**config.mk**
```make
export PLATFORM = sky130hd
export DESIGN_NAME = cascade_ack_seq
export DESIGN_NICKNAME = d
export VERILOG_FILES = /design/src/rtl/cac_pkg.sv /design/src/rtl/cac_resolver.sv /design/src/rtl/cac_lane.sv /design/src/rtl/cascade_ack_seq.sv
export SDC_FILE = /design/constraint.sdc
export NUM_CORES = 1
export LEC_CHECK = 0
export ABC_AREA = 1
export BUFFER_PORTS_ARGS = -buffer_cell sky130_fd_sc_hd__clkbuf_2
export CAP_MARGIN = 5
export CORE_MARGIN = 1
export CORE_UTILIZATION = 45
export DETAILED_ROUTE_END_ITERATION = 16
export GPL_TIMING_DRIVEN = 0
export PLACE_DENSITY = 0.73
export SETUP_SLACK_MARGIN = 0.15
export SYNTH_ARGS = -nofsm -noshare
export SYNTH_HDL_FRONTEND = slang
export SYNTH_SLANG_ARGS = --single-unit
```
**constraint.sdc**
```tcl
create_clock -name clk -period 6.3 [get_ports clk]
set_clock_uncertainty 0.05 [all_clocks]
set_input_delay 1.26 -clock clk [delete_from_list [all_inputs] [get_ports clk]]
set_output_delay 1.26 -clock clk [all_outputs]
set_load 0.05 [all_outputs]
```
**src/rtl/cac_pkg.sv**
```systemverilog
package cac_pkg;
  typedef enum logic [2:0] {
    OP_NONE,
    OP_ACK,
    OP_COMBO,
    OP_POLL_M,
    OP_POLL_S
  } cac_op_e;
endpackage

```
**src/rtl/cac_resolver.sv**
```systemverilog
module cac_resolver #(
  parameter int LINES = 8,
  parameter int LW    = $clog2(LINES)
) (
  input  logic [LINES-1:0] req,
  input  logic [LINES-1:0] insvc,
  output logic             valid,
  output logic [LW-1:0]    line
);
  logic          p_any, s_any;
  logic [LW-1:0] p_idx, s_idx;

  always_comb begin
    p_any = 1'b0;
    p_idx = '0;
    s_any = 1'b0;
    s_idx = '0;
    for (int i = LINES - 1; i >= 0; i--) begin
      if (req[i]) begin
        p_any = 1'b1;
        p_idx = LW'(i);
      end
      if (insvc[i]) begin
        s_any = 1'b1;
        s_idx = LW'(i);
      end
    end
    valid = p_any && (!s_any || (p_idx < s_idx));
    line  = p_idx;
  end

  // a resolved line is always one that is pending
  always_comb begin
    if (valid) begin
      a_r2_pick_pending : assert (req[line]);
    end
  end
endmodule

```
**src/rtl/cac_lane.sv**
```systemverilog
module cac_lane #(
  parameter int LINES = 8,
  parameter int LW    = $clog2(LINES)
) (
  input  logic             clk,
  input  logic             rst_n,
  input  logic [LINES-1:0] lines,
  input  logic [LINES-1:0] mask,
  input  logic [LINES-1:0] inject,
  input  logic [LINES-1:0] clr_req,
  input  logic [LINES-1:0] clr_isr,
  input  logic [LINES-1:0] set_isr,
  input  logic             eoi,
  output logic [LINES-1:0] irr,
  output logic [LINES-1:0] isr,
  output logic             valid,
  output logic [LW-1:0]    line
);
  logic [LINES-1:0] last_q, irr_q, isr_q;
  logic [LINES-1:0] irr_d, isr_d, eoi_clr;

  always_comb begin
    eoi_clr = eoi ? (isr_q & (~isr_q + LINES'(1))) : '0;
    irr_d   = (irr_q & ~clr_req) | (lines & ~last_q) | inject;
    isr_d   = (isr_q & ~clr_isr & ~eoi_clr) | set_isr;
  end

  always_ff @(posedge clk or negedge rst_n) begin
    if (!rst_n) begin
      last_q <= '0;
      irr_q  <= '0;
      isr_q  <= '0;
    end else begin
      last_q <= lines;
      irr_q  <= irr_d;
      isr_q  <= isr_d;
    end
  end

  assign irr = irr_q;
  assign isr = isr_q;

  cac_resolver #(.LINES(LINES), .LW(LW)) u_res (
    .req   (irr_q & ~mask),
    .insvc (isr_q),
    .valid (valid),
    .line  (line)
  );

  // end of service removes exactly one in-service bit
  a_r11_eoi_one_bit : assert property (@(posedge clk) disable iff (!rst_n)
    (eoi && isr_q != '0 && set_isr == '0 && clr_isr == '0)
      |=> ($countones(isr_q) + 1 == $countones($past(isr_q))));
endmodule

```
**src/rtl/cascade_ack_seq.sv**
```systemverilog
module cascade_ack_seq #(
  parameter int LINES = 8,
  parameter int VW    = 8,
  parameter int CASC  = 2
) (
  input  logic               clk,
  input  logic               rst_n,
  input  logic [2*LINES-1:0] irq_in,
  input  logic [2*LINES-1:0] irq_mask,
  input  logic [VW-1:0]      m_base,
  input  logic [VW-1:0]      s_base,
  input  logic               ack_strobe,
  input  logic               poll_strobe,
  input  logic               poll_slave,
  input  logic               combo_strobe,
  input  logic               eoi_master,
  input  logic               eoi_slave,
  output logic               cpu_int,
  output logic               vec_valid,
  output logic [VW-1:0]      vec_out,
  output logic [$clog2(LINES):0] ack_line,
  output logic               rd_valid,
  output logic [$clog2(LINES):0] rd_data,
  output logic [LINES-1:0]   status_data
);
  import cac_pkg::*;

  localparam int LW = $clog2(LINES);
  localparam logic [LW-1:0]    SPUR     = LW'(LINES - 1);
  localparam logic [LW-1:0]    CASC_IDX = LW'(CASC);
  localparam logic [LINES-1:0] CASC_BIT = LINES'(1) << CASC;

  // reset: asserted asynchronously, released on the clock
  logic [1:0] rst_pipe;
  logic       rst_q;
  always_ff @(posedge clk or negedge rst_n) begin
    if (!rst_n) rst_pipe <= 2'b00;
    else        rst_pipe <= {rst_pipe[0], 1'b1};
  end
  assign rst_q = rst_pipe[1];

  // lane 0 primary, lane 1 secondary
  logic [LINES-1:0] l_lines [2];
  logic [LINES-1:0] l_mask  [2];
  logic [LINES-1:0] l_inj   [2];
  logic [LINES-1:0] l_clr_req [2];
  logic [LINES-1:0] l_clr_isr [2];
  logic [LINES-1:0] l_set_isr [2];
  logic             l_eoi   [2];
  logic [LINES-1:0] l_irr   [2];
  logic [LINES-1:0] l_isr   [2];
  logic             l_valid [2];
  logic [LW-1:0]    l_line  [2];

  always_comb begin
    l_lines[0] = irq_in[LINES-1:0] & ~CASC_BIT;
    l_lines[1] = irq_in[2*LINES-1:LINES];
    l_mask[0]  = irq_mask[LINES-1:0];
    l_mask[1]  = irq_mask[2*LINES-1:LINES];
    l_eoi[0]   = eoi_master;
    l_eoi[1]   = eoi_slave;
  end

  for (genvar g = 0; g < 2; g++) begin : g_lane
    cac_lane #(.LINES(LINES), .LW(LW)) u_lane (
      .clk     (clk),
      .rst_n   (rst_q),
      .lines   (l_lines[g]),
      .mask    (l_mask[g]),
      .inject  (l_inj[g]),
      .clr_req (l_clr_req[g]),
      .clr_isr (l_clr_isr[g]),
      .set_isr (l_set_isr[g]),
      .eoi     (l_eoi[g]),
      .irr     (l_irr[g]),
      .isr     (l_isr[g]),
      .valid   (l_valid[g]),
      .line    (l_line[g])
    );
  end

  cac_op_e op;
  logic    casc_hit;
  logic [LINES-1:0] m_oh, s_oh;

  logic          vec_v_d, vec_v_q, rd_v_d, rd_v_q, sel_d, sel_q;
  logic [VW-1:0] vec_d, vec_q;
  logic [LW:0]   ln_d, ln_q, rd_d, rd_q;

  always_comb begin
    if (ack_strobe)                    op = OP_ACK;
    else if (combo_strobe)             op = OP_COMBO;
    else if (poll_strobe && poll_slave) op = OP_POLL_S;
    else if (poll_strobe)              op = OP_POLL_M;
    else                               op = OP_NONE;
  end

  always_comb begin
    casc_hit = l_valid[0] && (l_line[0] == CASC_IDX);
    m_oh     = LINES'(1) << l_line[0];
    s_oh     = LINES'(1) << l_line[1];
    for (int g = 0; g < 2; g++) begin
      l_clr_req[g] = '0;
      l_clr_isr[g] = '0;
      l_set_isr[g] = '0;
    end
    l_inj[0] = (l_valid[1] && op == OP_NONE) ? CASC_BIT : '0;
    l_inj[1] = '0;
    vec_v_d  = 1'b0;
    vec_d    = vec_q;
    ln_d     = ln_q;
    rd_v_d   = 1'b0;
    rd_d     = rd_q;
    sel_d    = sel_q;
    unique case (op)
      OP_ACK: begin
        vec_v_d = 1'b1;
        if (!l_valid[0]) begin
          vec_d = {m_base[VW-1:LW], SPUR};
          ln_d  = {1'b0, SPUR};
        end else begin
          l_set_isr[0] = m_oh;
          l_clr_req[0] = m_oh;
          if (!casc_hit) begin
            vec_d = {m_base[VW-1:LW], l_line[0]};
            ln_d  = {1'b0, l_line[0]};
          end else if (l_valid[1]) begin
            l_set_isr[1] = s_oh;
            l_clr_req[1] = s_oh;
            vec_d = {s_base[VW-1:LW], l_line[1]};
            ln_d  = {1'b1, l_line[1]};
          end else begin
            vec_d = {s_base[VW-1:LW], SPUR};
            ln_d  = {1'b1, SPUR};
          end
        end
      end
      OP_POLL_M, OP_COMBO: begin
        rd_v_d = 1'b1;
        rd_d   = {1'b0, l_valid[0] ? l_line[0] : SPUR};
        if (l_valid[0]) begin
          l_clr_req[0] = m_oh;
          l_clr_isr[0] = m_oh;
        end
        if (op == OP_COMBO) begin
          sel_d = 1'b1;
          if (casc_hit) begin
            rd_d = {1'b1, l_valid[1] ? l_line[1] : SPUR};
            if (l_valid[1]) begin
              l_clr_req[1] = s_oh;
              l_clr_isr[1] = s_oh;
            end
          end
        end
      end
      OP_POLL_S: begin
        rd_v_d = 1'b1;
        rd_d   = {1'b0, l_valid[1] ? l_line[1] : SPUR};
        if (l_valid[1]) begin
          l_clr_req[1] = s_oh;
          l_clr_isr[1] = s_oh;
          l_clr_req[0] = CASC_BIT;
          l_clr_isr[0] = CASC_BIT;
        end
      end
      default: ;
    endcase
  end

  always_ff @(posedge clk or negedge rst_q) begin
    if (!rst_q) begin
      vec_v_q <= 1'b0;
      vec_q   <= '0;
      ln_q    <= '0;
      rd_v_q  <= 1'b0;
      rd_q    <= '0;
      sel_q   <= 1'b0;
    end else begin
      vec_v_q <= vec_v_d;
      vec_q   <= vec_d;
      ln_q    <= ln_d;
      rd_v_q  <= rd_v_d;
      rd_q    <= rd_d;
      sel_q   <= sel_d;
    end
  end

  assign cpu_int     = l_valid[0];
  assign vec_valid   = vec_v_q;
  assign vec_out     = vec_q;
  assign ack_line    = ln_q;
  assign rd_valid    = rd_v_q;
  assign rd_data     = rd_q;
  assign status_data = sel_q ? l_isr[0] : l_irr[0];

  // vector valid exactly one clock after the acknowledge
  a_r4_vec_next : assert property (@(posedge clk) disable iff (!rst_q)
    ack_strobe |=> vec_valid);
  a_r4_vec_only : assert property (@(posedge clk) disable iff (!rst_q)
    !ack_strobe |=> !vec_valid);
  // nothing on the primary gives spurious line 7
  a_r7_spurious : assert property (@(posedge clk) disable iff (!rst_q)
    (ack_strobe && !l_valid[0]) |=> (ack_line == {1'b0, SPUR} && vec_out[LW-1:0] == SPUR));
  // a deliverable secondary line reaches the cascade line
  a_r3_inject : assert property (@(posedge clk) disable iff (!rst_q)
    (l_valid[1] && op == OP_NONE) |=> l_irr[0][CASC]);
  // combined read switches the status view
  a_r10_sel : assert property (@(posedge clk) disable iff (!rst_q)
    combo_strobe |=> (status_data == l_isr[0]));
  // empty primary poll returns 7
  a_r8_poll_empty : assert property (@(posedge clk) disable iff (!rst_q)
    (op == OP_POLL_M && !l_valid[0]) |=> (rd_valid && rd_data == {1'b0, SPUR}));
  // the processor line implies an unmasked pending primary line
  a_r12_cpu_pending : assert property (@(posedge clk) disable iff (!rst_q)
    cpu_int |-> ((l_irr[0] & ~l_mask[0]) != '0));
endmodule

```
# Word-level counts from Yosys, hierarchy flattened
# Cells that the tools add are included.
# op_classes
addsub	2
magnitude_cmp	2
eq_ne	5
shifts	2
n_mux	94
n_bitwise	29
reduce_logical	14
# op_table
cell	n
two-way mux 3 bit	40
bitwise AND 8 bit	12
inverter 8 bit	12
two-way mux 8 bit	9
one-hot mux 16 bit (3 select lines)	1
two-way mux 1 bit	34
two-way mux 16 bit	2
OR 8 bit	4
one-hot mux 16 bit (2 select lines)	1
adder 8 x 1 -> 8 bit, second input constant	2
two-way mux 4 bit	4
<< shifter 1 x 3 -> 8 bit, first input constant	2
two-way mux 11 bit	1
equality test 3 x 2 -> 1 bit, second input constant	3
OR 8 x 3 -> 8 bit	1
one-hot mux 4 bit (2 select lines)	1
< comparator 3 bit	2
logical AND 1 bit	5
equality test 3 x 1 -> 1 bit, second input constant	1
equality test 3 bit, second input constant	1
zero test 3 bit	1
OR reduction 3 bit	1
zero test 1 bit	2
logical OR 1 bit	2
4 further kinds	4
# totals
ff_bits	68
in_bits	56
out_inout_bits	27
wordCells	161

# Depth between registers and ports, before layout
# Gate-level depths: netlist of the first run.
# logic_depth
depth_word	21
ltp_mapped	20
ltp_nobuf	20

# By module
# Synthesis of the first run repeated with hierarchy kept, for this count alone.
# hier_totals
cells_unflattened	542
hier_area_um2	3841.2
# modules_own_cells
module	instances	cells_per_inst	area_each_um2	seq_area_each_um2
cac_lane	2	104	968.4	600.6
cascade_ack_seq	1	226	1403.8	450.4
cac_resolver	2	54	250.2	0.0

# Worst setup path before layout of the first run
# OpenSTA, ideal clock, no wires.
# synth_timing
kind	input to output
from	in irq_mask[4]
to	out cpu_int
arrival_ns	2.880
setup_slack_ns	2.110
cell_stages	10
path_buffers	0
cell_sequence	or2_1 -> nand2_1 -> nor2_1 -> nor3_2 -> ha_1 -> a21oi_1 -> nand2_1 -> nand2_4 -> nand2_4 -> inv_2
# synth_between
elab_chain_cells	10
elab_cells_between_ends	15
classes_between	order compare: 1; mux: 10; bitwise: 2; reduce/logical: 2
# synth_rtl
item	line_no	rtl
start: declaration	cascade_ack_seq.sv:9	input logic [2*LINES-1:0] irq_mask,
inverter 8 bit *	cac_lane.sv:44	.req (irr_q & ~mask),
bitwise AND 8 bit *	cac_lane.sv:44	
two-way mux 3 bit (5 in series)	cac_resolver.sv:19	if (req[i]) begin
< comparator 3 bit	cac_resolver.sv:28	valid = p_any && (!s_any || (p_idx < s_idx));
logical OR 1 bit	cac_resolver.sv:28	
logical AND 1 bit *	cac_resolver.sv:28	
end: declaration	cascade_ack_seq.sv:18	output logic cpu_int,
# Mark *: on every way between the ends. The rest lies on a longest branch, timed or not.

# Worst setup path in the final report of the first run
# Same ends and word-level chain as after synthesis.

==> qor.yml, run 1 <==
status:
  outcome: "complete, no violations"
power_and_ir_drop:
  seqPwrFrac_pct: 29.6
  p_leak_nw: 2.362
  peakVddDrop_v: 0.0001646
  finalPower_mw: 1.954
  powerDensity_nw_per_um2: 465.2
  p_comb_share_pct: 54.3
  p_switching_mw: 1.006
  internal-power_mw: 0.9481
  sw_frac_of_total_pct: 51.47
  clockPowerShare_pct: 16.1
run:
  maxCapViolCount: 0
setup_path:
  cp-start-kind: "input pin"
  cpMaxStageDelayCell: "nor3_2"
  r2r_start: "g_lane[0].u_lane.irr[0]"
  reg2reg_slack_ns: 3.55
  critical_path_required_ns: 4.99
  worst_r2r_endpoint: "g_lane[0].u_lane.irr[7]"
  crit_fanout: 6
  end_kind: "primary output"
  cp.arrival_ns: 3.33
  r2r_cells: 13
  max_stage_delay_ns: 0.43
  critical_path_class: "input pin to primary output"
  path_cells: "clkbuf_2 > or2_1 > nand2_1 > nor2_1 > nor3_2 > ha_1 > a21oi_1 > nand2_1 > nand2_4 > nand2_4 > inv_2 > clkbuf_2"
sta:
  maxSlewViolCount: 0
  setup_viol: 0
  min_period_ns: 4.645
  hold_viol_final: 0
  min_period_over_period_pct: 73.73
  tightest_slew_ns: 0.7707
  whs_ns: 0.2872
  rsz0062_at_grt: "no"
  fin_setup_tns_ns: 0
  max_freq_ghz: 0.2153
  slew-limit-headroom_pct: 48.15
clock_tree:
  cts_tree: "done"
  h-tree-depth: 3
  cts_resized: 0
  path_clk_slew_ns: 0.07
  cts.sinks: 65
  ctsHoldBuffers: 0
  root_buffer: "clkbuf_8"
  cts_setup_buffers: 0
  insertion_delay_ns: 0.34
  cts_buffers: 9
  cts_buffer_depth: 2
logic_synthesis:
  yosysWarnings: 0
  yosysTopAreaCellShare_pct: 46.38
  syn_inst: 483
  synth_nets: 543
  netlist.top_cell.by_area: "dfrtp_1"
  synth_area_per_cell_sq_um: 7.261
  netlist_area_sq_um: 3507
  synth.top_cells.by_area: "dfrtp_1 (46%), nand2_1 (18%), inv_1 (7.2%), nor2_1 (5.5%), nand3_1 (4.4%)"
  yosysSeqAreaShare_pct: 46.38
  yosys_register_bits: 65
  synth_cell_type_count: 27
route:
  dr.max_layer_used: "met4"
  met2WireLength_um: 4004
  post-route-drc-count: 0
  wl_met1_um: 3739
  wl_met3_um: 378
  wire_per_inst_um: 12.28
  first_iter_violations: 140
  vias: 3305
  drtPass1Iterations: 7
  drtAntennaViolNets: 0
  wirelength_um: 8275
  avgViaCountPerCell: 4.904
cells_and_area:
  synthToLayoutAreaGrowth_pct: 19.76
  fin_util_pct: 56.70
  antennaDiodeCount: 0
  regArea_sq_um: 1628
  design_area_sq_um: 4200
  multiInputGateArea_sq_um: 1577
  nFillCells: 706
  fin_nets: 630
  layout-drive-gt1-share_pct: 20.70
placement:
  place_hpwl_um: 6458
  portBuffers: 75
  placed_area_sq_um: 4028
  place.gp.congestion: 0.8619
floorplanning:
  die_w_um: 90.28
  dieArea_sq_um: 8150
  num_rows: 31
  ios: 83
  start_util_pct: 47.34
  coreArea_sq_um: 7408
  die_h_um: 90.28
global_route:
  grt_pass1_vias: 3258
  grt-ovfl-total: 0
  grt_first_pass_wirelength_um: 14510
  grt_max_degree: 34
  grt_usage_pct: 22.22
  antenna_found_initial: 0
worst_hold_path:
  min_path_type: "register to async pin"
-- cells by family (layout without fill, tap and decap cells) --
family / count (synthesis) / in the layout / share of synthesized area (%)
simple gates: 275 / 275 / 34.46
compound gates: 60 / 60 / 8.955
buf+inv: 78 / 170 / 8.669
fa+ha+maj: 4 / 4 / 1.427
flops: 65 / 65 / 46.38
other cells: 1 / 1 / 0.1069
-- stage by stage --
stage	cells	setup WS [ns]
3_5_place_dp	658	1.666
6_report	674	1.655
5_1_grt	674	1.432
4_1_cts	674	1.669
2_1_floorplan	483	2.110
3_3_place_gp	657	1.730
-- layout by cell type, fill, tap and decap left out, types with 4 or more instances in the layout --
cell	Yosys	routed
a21oi_1	11	11
inv_1	67	67
clkbuf_8	0	10
ha_1	4	4
nor2_4	4	4
clkbuf_1	5	6
o21ai_0	30	30
clkbuf_2	0	75
nand2_1	165	165
nand3_1	31	31
nor2_1	51	51
dfrtp_1	65	64
nand2_2	6	6
o21ai_1	17	17
-- registers in the layout, indices dropped and copies added (netlist names) --
signal and flops:
rd_valid 1, rst_pipe 2, ack_line 1, g_lane.u_lane.last_q 15, sel_q 1, g_lane.u_lane.irr 16, rd_data 4, vec_valid 1
vec_out 8, g_lane.u_lane.isr 16
-- cell usage after synthesis, drive strengths merged --
library cell / count
nor3: 3
o21bai: 1
nand4: 2
nand3: 32
nor2: 56
nand2: 174
conb: 1
ha: 4
dfrtp: 65
or2: 6
buf: 3
nor4: 2
inv: 70
a21oi: 12
o21ai: 47
clkbuf: 5
-- layer usage --
layer,vias up,global-route usage [%]
met5,-,0
met3,16,4.966
met1,1509,27.77
met2,108,37.15
li1,1672,-
met4,0,9.274
-- layout make-up --
class	instances	area share, %
Sequential cell	65	38.75
Multi-Input combinational cell	340	37.53
Timing Repair Buffer	76	9.413
Inverter	70	6.256
Clock buffer	11	3.366
Tap cell	99	2.949
Buffer	8	0.9830
Clock inverter	5	0.7447
-- power groups by stage --
stage	Combinational (mW)	Sequential, mW	Clock (mW)
after floorplan	0.704	0.699	0
after global placement	1.03	0.585	0
after detailed placement	1.05	0.587	0
after CTS	1.06	0.579	0.326
after global routing	1.17	0.592	0.344
final	1.06	0.578	0.314
-- worst max-delay path, delay by kind of cell --
family	cells	cell delay, ns
compound gates	1	0.15
fa+ha+maj	1	0.34
buf+inv	3	0.46
simple gates	7	1.13
-- worst max-delay path by stage --
stage                      startpoint      end  depth (start not counted)
after CTS                 irq_mask[4]  cpu_int                         12
after global placement    irq_mask[4]  cpu_int                         12
final                     irq_mask[4]  cpu_int                         12
after global routing      irq_mask[7]  cpu_int                         11
after detailed placement  irq_mask[4]  cpu_int                         12
after floorplan           irq_mask[4]  cpu_int                         10
Power figures use the tool's default switching activity.
==> inputs of run 2 (changes only) <==
--- a/config.mk
+++ b/config.mk
@@ -12,7 +12,7 @@
 export CORE_UTILIZATION = 45
 export DETAILED_ROUTE_END_ITERATION = 16
 export GPL_TIMING_DRIVEN = 0
-export PLACE_DENSITY = 0.73
+export PLACE_DENSITY = 0.75
 export SETUP_SLACK_MARGIN = 0.15
 export SYNTH_ARGS = -nofsm -noshare
 export SYNTH_HDL_FRONTEND = slang
==> constraint.sdc (replaced) <==
create_clock -name clk -period 3.98 [get_ports clk]
set_clock_uncertainty 0.05 [all_clocks]
set_input_delay 0.796 -clock clk [delete_from_list [all_inputs] [get_ports clk]]
set_output_delay 0.796 -clock clk [all_outputs]
set_load 0.05 [all_outputs]
==> run 2 against run 1 <==
Compared with the run above:
- non-clock buffer count did not move
- via count rose by 1.0%
- global-route usage fell by 0.26 points
- largest power group unchanged
- highest routed layer unchanged
==> qor.yml, run 2 (synthesized netlist as in run 1, its figures left out) <==
status:
  outcome: "complete, no violations"  # unchanged
cells_and_area:
  antennaDiodeCount: 0  # unchanged
  final_cell_mix: "nand2_1 (165), clkbuf_2 (75), inv_1 (67)"  # unchanged
  layout.cells.most_common: "nand2_1"  # unchanged
  fin_nets: 630  # unchanged
  layout-drive-gt1-share_pct: 20.87  # was 20.70%
  synthToLayoutAreaGrowth_pct: 20.69  # was 19.76%
sta:
  setup_viol: 0  # unchanged
  rsz0062_at_grt: "no"  # unchanged
  max_freq_ghz: 0.2679
  slew-limit-headroom_pct: 47.82  # was 48.15%
  hold_viol_final: 0  # unchanged
  maxSlewViolCount: 0  # unchanged
  min_period_ns: 3.732
  fin_setup_tns_ns: 0  # unchanged
  min_period_over_period_pct: 93.77
  tightest_slew_ns: 0.7755  # was 0.7707 ns
power_and_ir_drop:
  p_switching_mw: 1.605  # was 1.006 mW
  peakVddDrop_v: 0.0002634  # was 0.0001646 V
  clockPowerShare_pct: 18.2  # was 16.1%
  finalPower_mw: 3.171  # was 1.954 mW
  seqPwrFrac_pct: 28.8  # was 29.6%
  p_leak_nw: 2.371  # was 2.362 nW
  p_comb_share_pct: 53.0  # was 54.3%
  powerDensity_nw_per_um2: 749.3  # was 465.2 nW/um^2
  sw_frac_of_total_pct: 50.59  # was 51.47%
  internal-power_mw: 1.567  # was 0.9481 mW
setup_path:
  r2r_start: "g_lane[0].u_lane.irr[0]"  # unchanged
  end_kind: "primary output"  # unchanged
  reg2reg_slack_ns: 1.27  # was 3.55 ns
  cp.arrival_ns: 2.89  # was 3.33 ns
  critical_path_required_ns: 3.13  # was 4.99 ns
  r2r_cells: 13  # unchanged
  critical_path_class: "input pin to primary output"  # unchanged
  crit_fanout: 6  # unchanged
  worst_r2r_endpoint: "g_lane[0].u_lane.isr[0]"  # was g_lane[0].u_lane.irr[7]
  cp-start-kind: "input pin"  # unchanged
placement:
  place_hpwl_um: 6366  # was 6458 um
  place.gp.congestion: 0.8840  # was 0.8619
  portBuffers: 75  # unchanged
global_route:
  grt_usage_pct: 21.96  # was 22.22%
  grt_pass1_vias: 3166  # was 3258
  grt-ovfl-total: 0  # unchanged
  grt_max_degree: 41  # was 34
  grt_first_pass_wirelength_um: 14120  # was 14510 um
  antenna_found_initial: 0  # unchanged
clock_tree:
  h-tree-depth: 3  # unchanged
  cts_buffers: 9  # unchanged
  root_buffer: "clkbuf_8"  # unchanged
  cts.sinks: 65  # unchanged
  path_clk_slew_ns: 0.07  # about the same
  insertion_delay_ns: 0.36  # was 0.34 ns
  ctsHoldBuffers: 0  # unchanged
  cts_tree: "done"  # unchanged
  cts_setup_buffers: 0  # unchanged
  cts_buffer_depth: 2  # unchanged
  cts_resized: 0  # unchanged
worst_hold_path:
  min_path_type: "input pin to async pin"  # was register to async pin
route:
  wirelength_um: 8205  # was 8275 um
  dr.max_layer_used: "met4"  # unchanged
  drtAntennaViolNets: 0  # unchanged
  vias: 3338  # was 3305
  avgViaCountPerCell: 4.953  # was 4.904
  first_iter_violations: 206  # was 140
  post-route-drc-count: 0  # unchanged
  met2WireLength_um: 3805  # was 4004 um
  wl_met3_um: 516  # was 378 um
  wire_per_inst_um: 12.17  # was 12.28 um
  drtPass1Iterations: 5  # was 7
  wl_met1_um: 3667  # was 3739 um
floorplanning:
  coreArea_sq_um: 7408  # unchanged
  die_h_um: 90.28  # unchanged
  num_rows: 31  # unchanged
  ios: 83  # unchanged
  die_w_um: 90.28  # unchanged
  start_util_pct: 47.34  # unchanged
  dieArea_sq_um: 8150  # unchanged
run:
  maxCapViolCount: 0  # unchanged
==> run 2: cell count changes in the layout (fill, tap and decap cells not counted) <==
cell / delta
clkinv_2: -2
clkinvlp_4: +1
clkbuf_1: -1
clkinv_4: +1
bufinv_16: +1
==> run 2: through the flow <==
| stage | instance area, sq um | worst slack [ns] | utilization (%) | hold slack, ns | std cells |
|---|---|---|---|---|---|
| 2_1_floorplan | 3507 | 0.7180 | - | 0.2812 | 483 |
| 3_3_place_gp | 4006 | 0.3143 | 54.08 | 0.2885 | 657 |
| 3_5_place_dp | 4028 | 0.2801 | 54.37 | 0.2229 | 658 |
| 4_1_cts | 4233 | 0.2647 | 57.14 | 0.1578 | 674 |
| 5_1_grt | 4233 | 0.1700 | 57.14 | 0.1536 | 674 |
| 6_report | 4233 | 0.2479 | 57.14 | 0.1639 | 674 |
==> run 2: area by class of cell <==
class	count	area (sq um)
fill	721	3176
sequential	65	1628
multi-input combinational	340	1577
timing repair buffer	76	395.4
inverter	70	262.8
clock buffer	10	137.6
tap	99	123.9
clock inverter	6	67.56
buffer	8	41.29
==> run 2: layer usage <==
metal / track usage, % / up-vias
met5: 0 / -
met4: 9.677 / 0
met3: 5.387 / 21
met2: 34.92 / 132
met1: 28.49 / 1503
li1: - / 1682
==> run 2: how the worst max path moves through the flow <==
stage	end	depth (start not counted)	from	slack, ns
5_1_grt	cpu_int	12	irq_mask[4]	0.17
4_1_cts	cpu_int	12	irq_mask[4]	0.26
3_5_place_dp	cpu_int	12	irq_mask[4]	0.28
2_1_floorplan	cpu_int	10	irq_mask[4]	0.72
3_3_place_gp	cpu_int	12	irq_mask[4]	0.31
6_report	cpu_int	12	irq_mask[4]	0.25
==> run 2: critical path, stage by stage <==
cell      delay (ns)
clkbuf_2        0.08
or2_1           0.26
nand2_1         0.07
nor2_1          0.06
nor3_2          0.44
ha_1            0.34
a21oi_1         0.14
nand2_1         0.10
nand2_4         0.11
nand2_4         0.11
inv_2           0.10
clkbuf_2        0.28
==> run 2: power by group through the flow <==
stage          clock network (mW)  registers, mW  logic (mW)
6_report                    0.578          0.913        1.68
5_1_grt                     0.612          0.935        1.85
4_1_cts                     0.586          0.914        1.68
3_5_place_dp                    0          0.927        1.67
3_3_place_gp                    0          0.927        1.62
2_1_floorplan                   0           1.11        1.11
